### src/rtl/rtc_core_pkg.sv
package rtc_core_pkg;

    typedef enum logic {
        TICK_DIV   = 1'b0,
        TICK_MATCH = 1'b1
    } tick_mode_e;

    typedef struct packed {
        logic       run_in_halt;
        logic       cnt_wrap;
        logic       pre_wrap;
        tick_mode_e mode;
        logic [3:0] div_sel;
    } rtc_cfg_t;

    localparam int unsigned CFG_W = $bits(rtc_cfg_t);

endpackage

### src/rtl/rtc_lock_cfg.sv
module rtc_lock_cfg
    import rtc_core_pkg::*;
#(
    parameter int unsigned    KEY_W      = 16,
    parameter logic [KEY_W-1:0] UNLOCK_KEY = 16'h5A17,
    parameter logic [7:0]     CFG_RESET  = 8'h05
) (
    input  logic             clk_i,
    input  logic             rst_ni,
    input  logic             lock_we_i,
    input  logic [KEY_W-1:0] lock_wdata_i,
    input  logic             cfg_we_i,
    input  rtc_cfg_t         cfg_wdata_i,
    output rtc_cfg_t         cfg_o,
    output logic             locked_o,
    output logic             wr_ok_o
);

    typedef struct packed {
        logic     locked;
        rtc_cfg_t cfg;
    } lock_st_t;

    lock_st_t st_d, st_q;

    always_comb begin
        st_d = st_q;
        if (cfg_we_i && !st_q.locked) begin
            st_d.cfg = cfg_wdata_i;
        end
        if (lock_we_i) begin
            st_d.locked = (lock_wdata_i != UNLOCK_KEY);
        end
    end

    always_ff @(posedge clk_i or negedge rst_ni) begin
        if (!rst_ni) begin
            st_q.locked <= 1'b0;
            st_q.cfg    <= rtc_cfg_t'(CFG_RESET);
        end else begin
            st_q <= st_d;
        end
    end

    assign cfg_o    = st_q.cfg;
    assign locked_o = st_q.locked;
    assign wr_ok_o  = !st_q.locked;

endmodule

### src/rtl/rtc_precount.sv
module rtc_precount
    import rtc_core_pkg::*;
#(
    parameter int unsigned PRE_W = 15
) (
    input  logic             clk_i,
    input  logic             rst_ni,
    input  logic             run_i,
    input  tick_mode_e       mode_i,
    input  logic [3:0]       div_sel_i,
    input  logic             wrap_en_i,
    input  logic [PRE_W-1:0] match_i,
    input  logic             wr_en_i,
    input  logic [PRE_W-1:0] wr_data_i,
    output logic [PRE_W-1:0] pre_o,
    output logic             tick_o
);

    typedef struct packed {
        logic [PRE_W-1:0] pre;
    } pre_st_t;

    pre_st_t          st_d, st_q;
    logic [PRE_W-1:0] tap_mask;
    logic             hit;
    logic             tap;

    always_comb begin
        tap_mask = (PRE_W'(1) << div_sel_i) - PRE_W'(1);
        hit      = (st_q.pre == match_i);
        tap      = ((st_q.pre & tap_mask) == tap_mask);
        tick_o   = run_i && ((mode_i == TICK_MATCH) ? hit : tap);

        st_d = st_q;
        if (run_i) begin
            if (wrap_en_i && hit) begin
                st_d.pre = '0;
            end else begin
                st_d.pre = st_q.pre + PRE_W'(1);
            end
        end
        if (wr_en_i) begin
            st_d.pre = wr_data_i;
        end
    end

    always_ff @(posedge clk_i or negedge rst_ni) begin
        if (!rst_ni) begin
            st_q <= '0;
        end else begin
            st_q <= st_d;
        end
    end

    assign pre_o = st_q.pre;

endmodule

### src/rtl/rtc_maincount.sv
module rtc_maincount #(
    parameter int unsigned CNT_W = 32
) (
    input  logic             clk_i,
    input  logic             rst_ni,
    input  logic             tick_i,
    input  logic             wrap_en_i,
    input  logic [CNT_W-1:0] wrap_val_i,
    input  logic             wr_en_i,
    input  logic [CNT_W-1:0] wr_data_i,
    output logic [CNT_W-1:0] cnt_o
);

    typedef struct packed {
        logic [CNT_W-1:0] cnt;
    } cnt_st_t;

    cnt_st_t st_d, st_q;

    always_comb begin
        st_d = st_q;
        if (tick_i) begin
            if (wrap_en_i && (st_q.cnt == wrap_val_i)) begin
                st_d.cnt = '0;
            end else begin
                st_d.cnt = st_q.cnt + CNT_W'(1);
            end
        end
        if (wr_en_i) begin
            st_d.cnt = wr_data_i;
        end
    end

    always_ff @(posedge clk_i or negedge rst_ni) begin
        if (!rst_ni) begin
            st_q <= '0;
        end else begin
            st_q <= st_d;
        end
    end

    assign cnt_o = st_q.cnt;

endmodule

### src/rtl/rtc_tick_core.sv
module rtc_tick_core
    import rtc_core_pkg::*;
#(
    parameter int unsigned      PRE_W      = 15,
    parameter int unsigned      CNT_W      = 32,
    parameter int unsigned      KEY_W      = 16,
    parameter logic [KEY_W-1:0] UNLOCK_KEY = 16'h5A17
) (
    input  logic             clk_i,
    input  logic             rst_ni,
    input  logic             enable_i,
    input  logic             dbg_halt_i,
    input  logic             lock_we_i,
    input  logic [KEY_W-1:0] lock_wdata_i,
    input  logic             cfg_we_i,
    input  logic [7:0]       cfg_wdata_i,
    input  logic             pre_we_i,
    input  logic [PRE_W-1:0] pre_wdata_i,
    input  logic             cnt_we_i,
    input  logic [CNT_W-1:0] cnt_wdata_i,
    input  logic [CNT_W-1:0] cmp0_i,
    input  logic [CNT_W-1:0] cmp1_i,
    output logic [PRE_W-1:0] pre_o,
    output logic [CNT_W-1:0] cnt_o,
    output logic [CNT_W-1:0] comb_o,
    output logic [7:0]       cfg_o,
    output logic             locked_o
);

    localparam int unsigned COMB_HI = CNT_W - PRE_W;

    rtc_cfg_t cfg;
    logic     wr_ok;
    logic     running;
    logic     tick;
    logic     unused_cmp0;

    assign unused_cmp0 = ^cmp0_i[CNT_W-1:PRE_W];

    rtc_lock_cfg #(
        .KEY_W      (KEY_W),
        .UNLOCK_KEY (UNLOCK_KEY),
        .CFG_RESET  (8'h05)
    ) u_lock (
        .clk_i        (clk_i),
        .rst_ni       (rst_ni),
        .lock_we_i    (lock_we_i),
        .lock_wdata_i (lock_wdata_i),
        .cfg_we_i     (cfg_we_i),
        .cfg_wdata_i  (rtc_cfg_t'(cfg_wdata_i)),
        .cfg_o        (cfg),
        .locked_o     (locked_o),
        .wr_ok_o      (wr_ok)
    );

    assign running = enable_i && (!dbg_halt_i || cfg.run_in_halt);

    rtc_precount #(
        .PRE_W (PRE_W)
    ) u_pre (
        .clk_i     (clk_i),
        .rst_ni    (rst_ni),
        .run_i     (running),
        .mode_i    (cfg.mode),
        .div_sel_i (cfg.div_sel),
        .wrap_en_i (cfg.pre_wrap),
        .match_i   (cmp0_i[PRE_W-1:0]),
        .wr_en_i   (pre_we_i && wr_ok),
        .wr_data_i (pre_wdata_i),
        .pre_o     (pre_o),
        .tick_o    (tick)
    );

    rtc_maincount #(
        .CNT_W (CNT_W)
    ) u_cnt (
        .clk_i      (clk_i),
        .rst_ni     (rst_ni),
        .tick_i     (tick),
        .wrap_en_i  (cfg.cnt_wrap),
        .wrap_val_i (cmp1_i),
        .wr_en_i    (cnt_we_i && wr_ok),
        .wr_data_i  (cnt_wdata_i),
        .cnt_o      (cnt_o)
    );

    assign comb_o = {cnt_o[COMB_HI-1:0], pre_o};
    assign cfg_o  = cfg;

endmodule

### config.mk
export PLATFORM = sky130hd
export DESIGN_NAME = rtc_tick_core
export DESIGN_NICKNAME = d
export VERILOG_FILES = /design/src/rtl/rtc_core_pkg.sv /design/src/rtl/rtc_lock_cfg.sv /design/src/rtl/rtc_precount.sv /design/src/rtl/rtc_maincount.sv /design/src/rtl/rtc_tick_core.sv
export SDC_FILE = /design/constraint.sdc
export NUM_CORES = 1
export LEC_CHECK = 0
export BUFFER_PORTS_ARGS = -buffer_cell sky130_fd_sc_hd__buf_2
export CAP_MARGIN = 15
export CORE_MARGIN = 2
export CORE_UTILIZATION = 25
export DETAILED_ROUTE_END_ITERATION = 12
export HOLD_SLACK_MARGIN = 0.08
export PLACE_DENSITY_LB_ADDON = 0.1
export SETUP_SLACK_MARGIN = 0.05
export SLEW_MARGIN = 20
export SYNTH_ARGS = -nofsm -noshare
export SYNTH_HDL_FRONTEND = slang
export SYNTH_SLANG_ARGS = --single-unit
### constraint.sdc
create_clock -name clk_i -period 4 [get_ports clk_i]
set_input_delay 0 -clock clk_i [delete_from_list [all_inputs] [get_ports clk_i]]
set_output_delay 0 -clock clk_i [all_outputs]
set_load 0.05 [all_outputs]
==> impl_metrics.csv <==
group,metric,value,unit
run_status,outcome,"complete, no violations",
sta,clock_skew,0.007357,ns
floorplan,dieArea,0.01881,mm^2
sta,relSlewSlack,45.58,%
clocking,postCtsSetupBuffers,0,
sta,hold_violations,0,
sta,timing.hold.ws,0.2605,ns
synth,yosys_warnings,0,
setup_path,required,4.23,ns
synth,synth_ff_type,"dfrtp_1",
clocking,cts_buffer_depth,2,
placement,port_buffers,213,
synth,syn_area,0.004432,mm^2
clocking,cts_tree,"yes",
synth,ys_ff_latch,56,
global_routing,grt_overflow,0,
synth,syn_area_per_cell,8.177,um^2
floorplan,die_y,137.1,um
clocking,path_clk_slew,0.08,ns
layout,syn_to_final_growth,39.36,%
floorplan,core_area,0.01730,mm^2
power_and_ir_drop,fin_total_pwr,2.868,mW
floorplan,rows,48,
sta,setup_tns,0,ns
sta,min_period,3.329,ns
setup_path,path_class,"register to register",
clocking,root_buffer,"clkbuf_16",
drt,vias,4833,
sta,tightestPinTransition,0.8146,ns
layout,nets,901,
global_routing,grt_usage,16.98,%
setup_path,cp_max_fo,63,
setup_path,crit_arrival,3.56,ns
floorplan,start_util,25.62,%
sta,fmax,300.4,MHz
global_routing,grt_max_degree,64,
drt,drc,0,
global_routing,grt_pass1_vias,4422,
drt,wirelength,16250,um
power_and_ir_drop,ir_drop,0.2878,mV
setup_path,worst_r2r_path_depth,11,
setup_path,crit_start,"u_lock.cfg_o[3]",
flow_run,maxCapViolations,0,
setup_path,rrSetupSlack,0.67,ns
placement,dp_hpwl,11830,um
floorplan,die_width,137.1,um
hold_path,hold_path_class,"primary input to register",
synth,ys_seq_area_share,31.68,%
clocking,cts_sinks,56,
clocking,holdBufCountCts,58,
sta,final-max-slew-violation-count,0,
synth,syn-num-nets,688,
synth,synthArstFlopShare,100.0,%
synth,netlist_instances,542,
setup_path,cp-endpoint,"u_cnt.cnt_o[11]",
synth,yosysUniqueCellTypes,55,
global_routing,grt_pass1_wl,24670,um
drt,ant_nets,0,
placement,dpl.cell_count,915,
floorplan,pin_count,231,
sta,setup_viol,0,
setup_path,r2r_start,"u_lock.cfg_o[3]",
power_and_ir_drop,p_per_area,464.3,mW/mm^2
setup_path,critPathLaunchType,"register",
layout,post-route-util,35.71,%
clocking,worstSkewPairLatency,0.31,ns
drt,dr.pass1.iters,4,
setup_path,regToRegEndpoint,"u_cnt.cnt_o[11]",
layout,drive_gt1_share,32.41,%
power_and_ir_drop,power_leakage,2.614,nW
clocking,h-tree-depth,2,
layout,fin_cells,981,
sta,rsz0062_at_grt,"no",
setup_path,endpoint_kind,"register",
clocking,cts-resized-gates,0,
drt,via_per_inst,4.927,
placement,gp_congestion,0.8408,
clocking,cts_made_buffers,5,
synth,synth_edf_count,0,
global_routing,antenna_found_initial,0,
sta,final.period_utilization,83.24,%
drt,routedWlPerCell,16.57,um
layout,n_antenna_cell,0,
drt,detailedRoute.firstIterationViolations,222,
[cell usage in the layout (no fill, tap or decap), types with 13 or more instances in the layout]
master,instances
xor2_1,34
nand2_1,29
o21ai_0,51
xnor2_1,21
nand3_1,21
a21oi_1,13
or4_1,19
dfrtp_1,54
buf_2,213
nor4_1,14
a31oi_1,33
dlygate4sd3_1,58
nor2_1,62
[state kept, by name (all words and copies together) (netlist names)]
signal / cells
u_lock.cfg_o: 8
u_lock.locked_o: 1
u_cnt.cnt_o: 32
u_pre.pre_o: 15
[Yosys cell counts (2+ instances only)]
cell / instances / area (um^2)
or3_1: 2 / 12.51
a22oi_1: 3 / 22.52
nor3b_1: 3 / 22.52
nor2b_1: 12 / 75.07
nor4bb_1: 2 / 20.02
xor2_1: 34 / 297.8
clkbuf_2: 3 / 15.01
nor3_1: 7 / 35.03
or4b_1: 9 / 90.09
clkbuf_1: 26 / 97.59
nand4_1: 11 / 68.82
buf_4: 36 / 270.3
nor2_1: 62 / 232.7
or4_1: 19 / 142.6
inv_1: 8 / 30.03
o21ai_0: 51 / 255.2
nor4_1: 14 / 87.58
dfrtp_1: 54 / 1351
or2_2: 2 / 12.51
buf_2: 5 / 25.02
and3_1: 7 / 43.79
a31oi_1: 33 / 206.5
nor4b_1: 2 / 17.52
nand3_1: 21 / 105.1
mux2_2: 6 / 67.56
and4_1: 5 / 43.79
ha_1: 3 / 37.54
dfstp_2: 2 / 52.55
a21oi_1: 13 / 65.06
a41oi_1: 2 / 17.52
and2_1: 5 / 31.28
nand2b_1: 4 / 25.02
a221o_1: 6 / 60.06
nand2_1: 29 / 108.9
xnor2_1: 21 / 183.9
[worst max-delay path, cell delays in order (launching register included)]
cell and delay (ns):
dfrtp_1 0.55, nor3_1 0.37, nand2b_1 0.10, ha_1 0.29
nor2b_1 0.16, o21ai_0 0.08, o2111ai_1 0.17, nor4_4 0.36
a32oi_4 0.08, buf_4 0.32, or4_1 0.56, a31oi_1 0.19
[layout make-up]
class	count	area [um^2]
sequential	56	1404
timing repair buffer	278	1699
clock inverter	3	42.54
inverter	8	30.03
tap	225	281.5
clock buffer	5	125.1
fill	1873	11120
multi-input combinational	406	2594
[per-stage QoR]
step | instance area, um^2 | setup slack (ns)
floorplan | 4432 | 0.9031
global placement | 5428 | 0.7590
detailed placement | 5428 | 0.6941
CTS | 6176 | 0.6779
global route | 6176 | 0.3714
finish | 6176 | 0.6706
[kinds of logic after synthesis]
group                      count (synthesis)  share of synthesized area (%)
xor gates and xnor gates                  55                          10.87
muxes                                      7                          1.750
adders and majority gates                  3                         0.8471
DFF                                       56                          31.68
AOI/OAI and AO/OA                        119                          16.57
buffers and inverters                     80                          10.22
and+or+nand+nor                          222                          28.06
[report_power, final]
group / internal, mW / switching, mW / leakage (nW)
clock network: 0.296 / 0.247 / 0.0798
registers: 0.672 / 0.273 / 0.659
logic: 0.406 / 0.974 / 1.87
[how the worst min path moves through the flow]
stage / from / endpoint / slack [ns] / cells past startpoint
5_1_grt: cfg_we_i / u_lock.cfg_o[1] / 0.29 / 3
6_report: cfg_we_i / u_lock.cfg_o[1] / 0.26 / 4
3_5_place_dp: pre_wdata_i[8] / u_pre.pre_o[8] / 0.21 / 3
2_1_floorplan: rst_ni / u_cnt.cnt_o[0] / -0.30 / 0
4_1_cts: cfg_we_i / u_lock.cfg_o[1] / 0.26 / 4
3_3_place_gp: cfg_wdata_i[7] / u_lock.cfg_o[7] / 0.20 / 3
[layer usage]
metal | track usage, % | up-vias | wire length (um)
met4 | 3.551 | 0 | 159
met3 | 3.148 | 9 | 902
li1 | - | 2358 | -
met2 | 25.68 | 158 | 7219
met5 | 0 | - | 0
met1 | 25.02 | 2308 | 7970
Note: power is estimated with default switching activity, not from simulation.
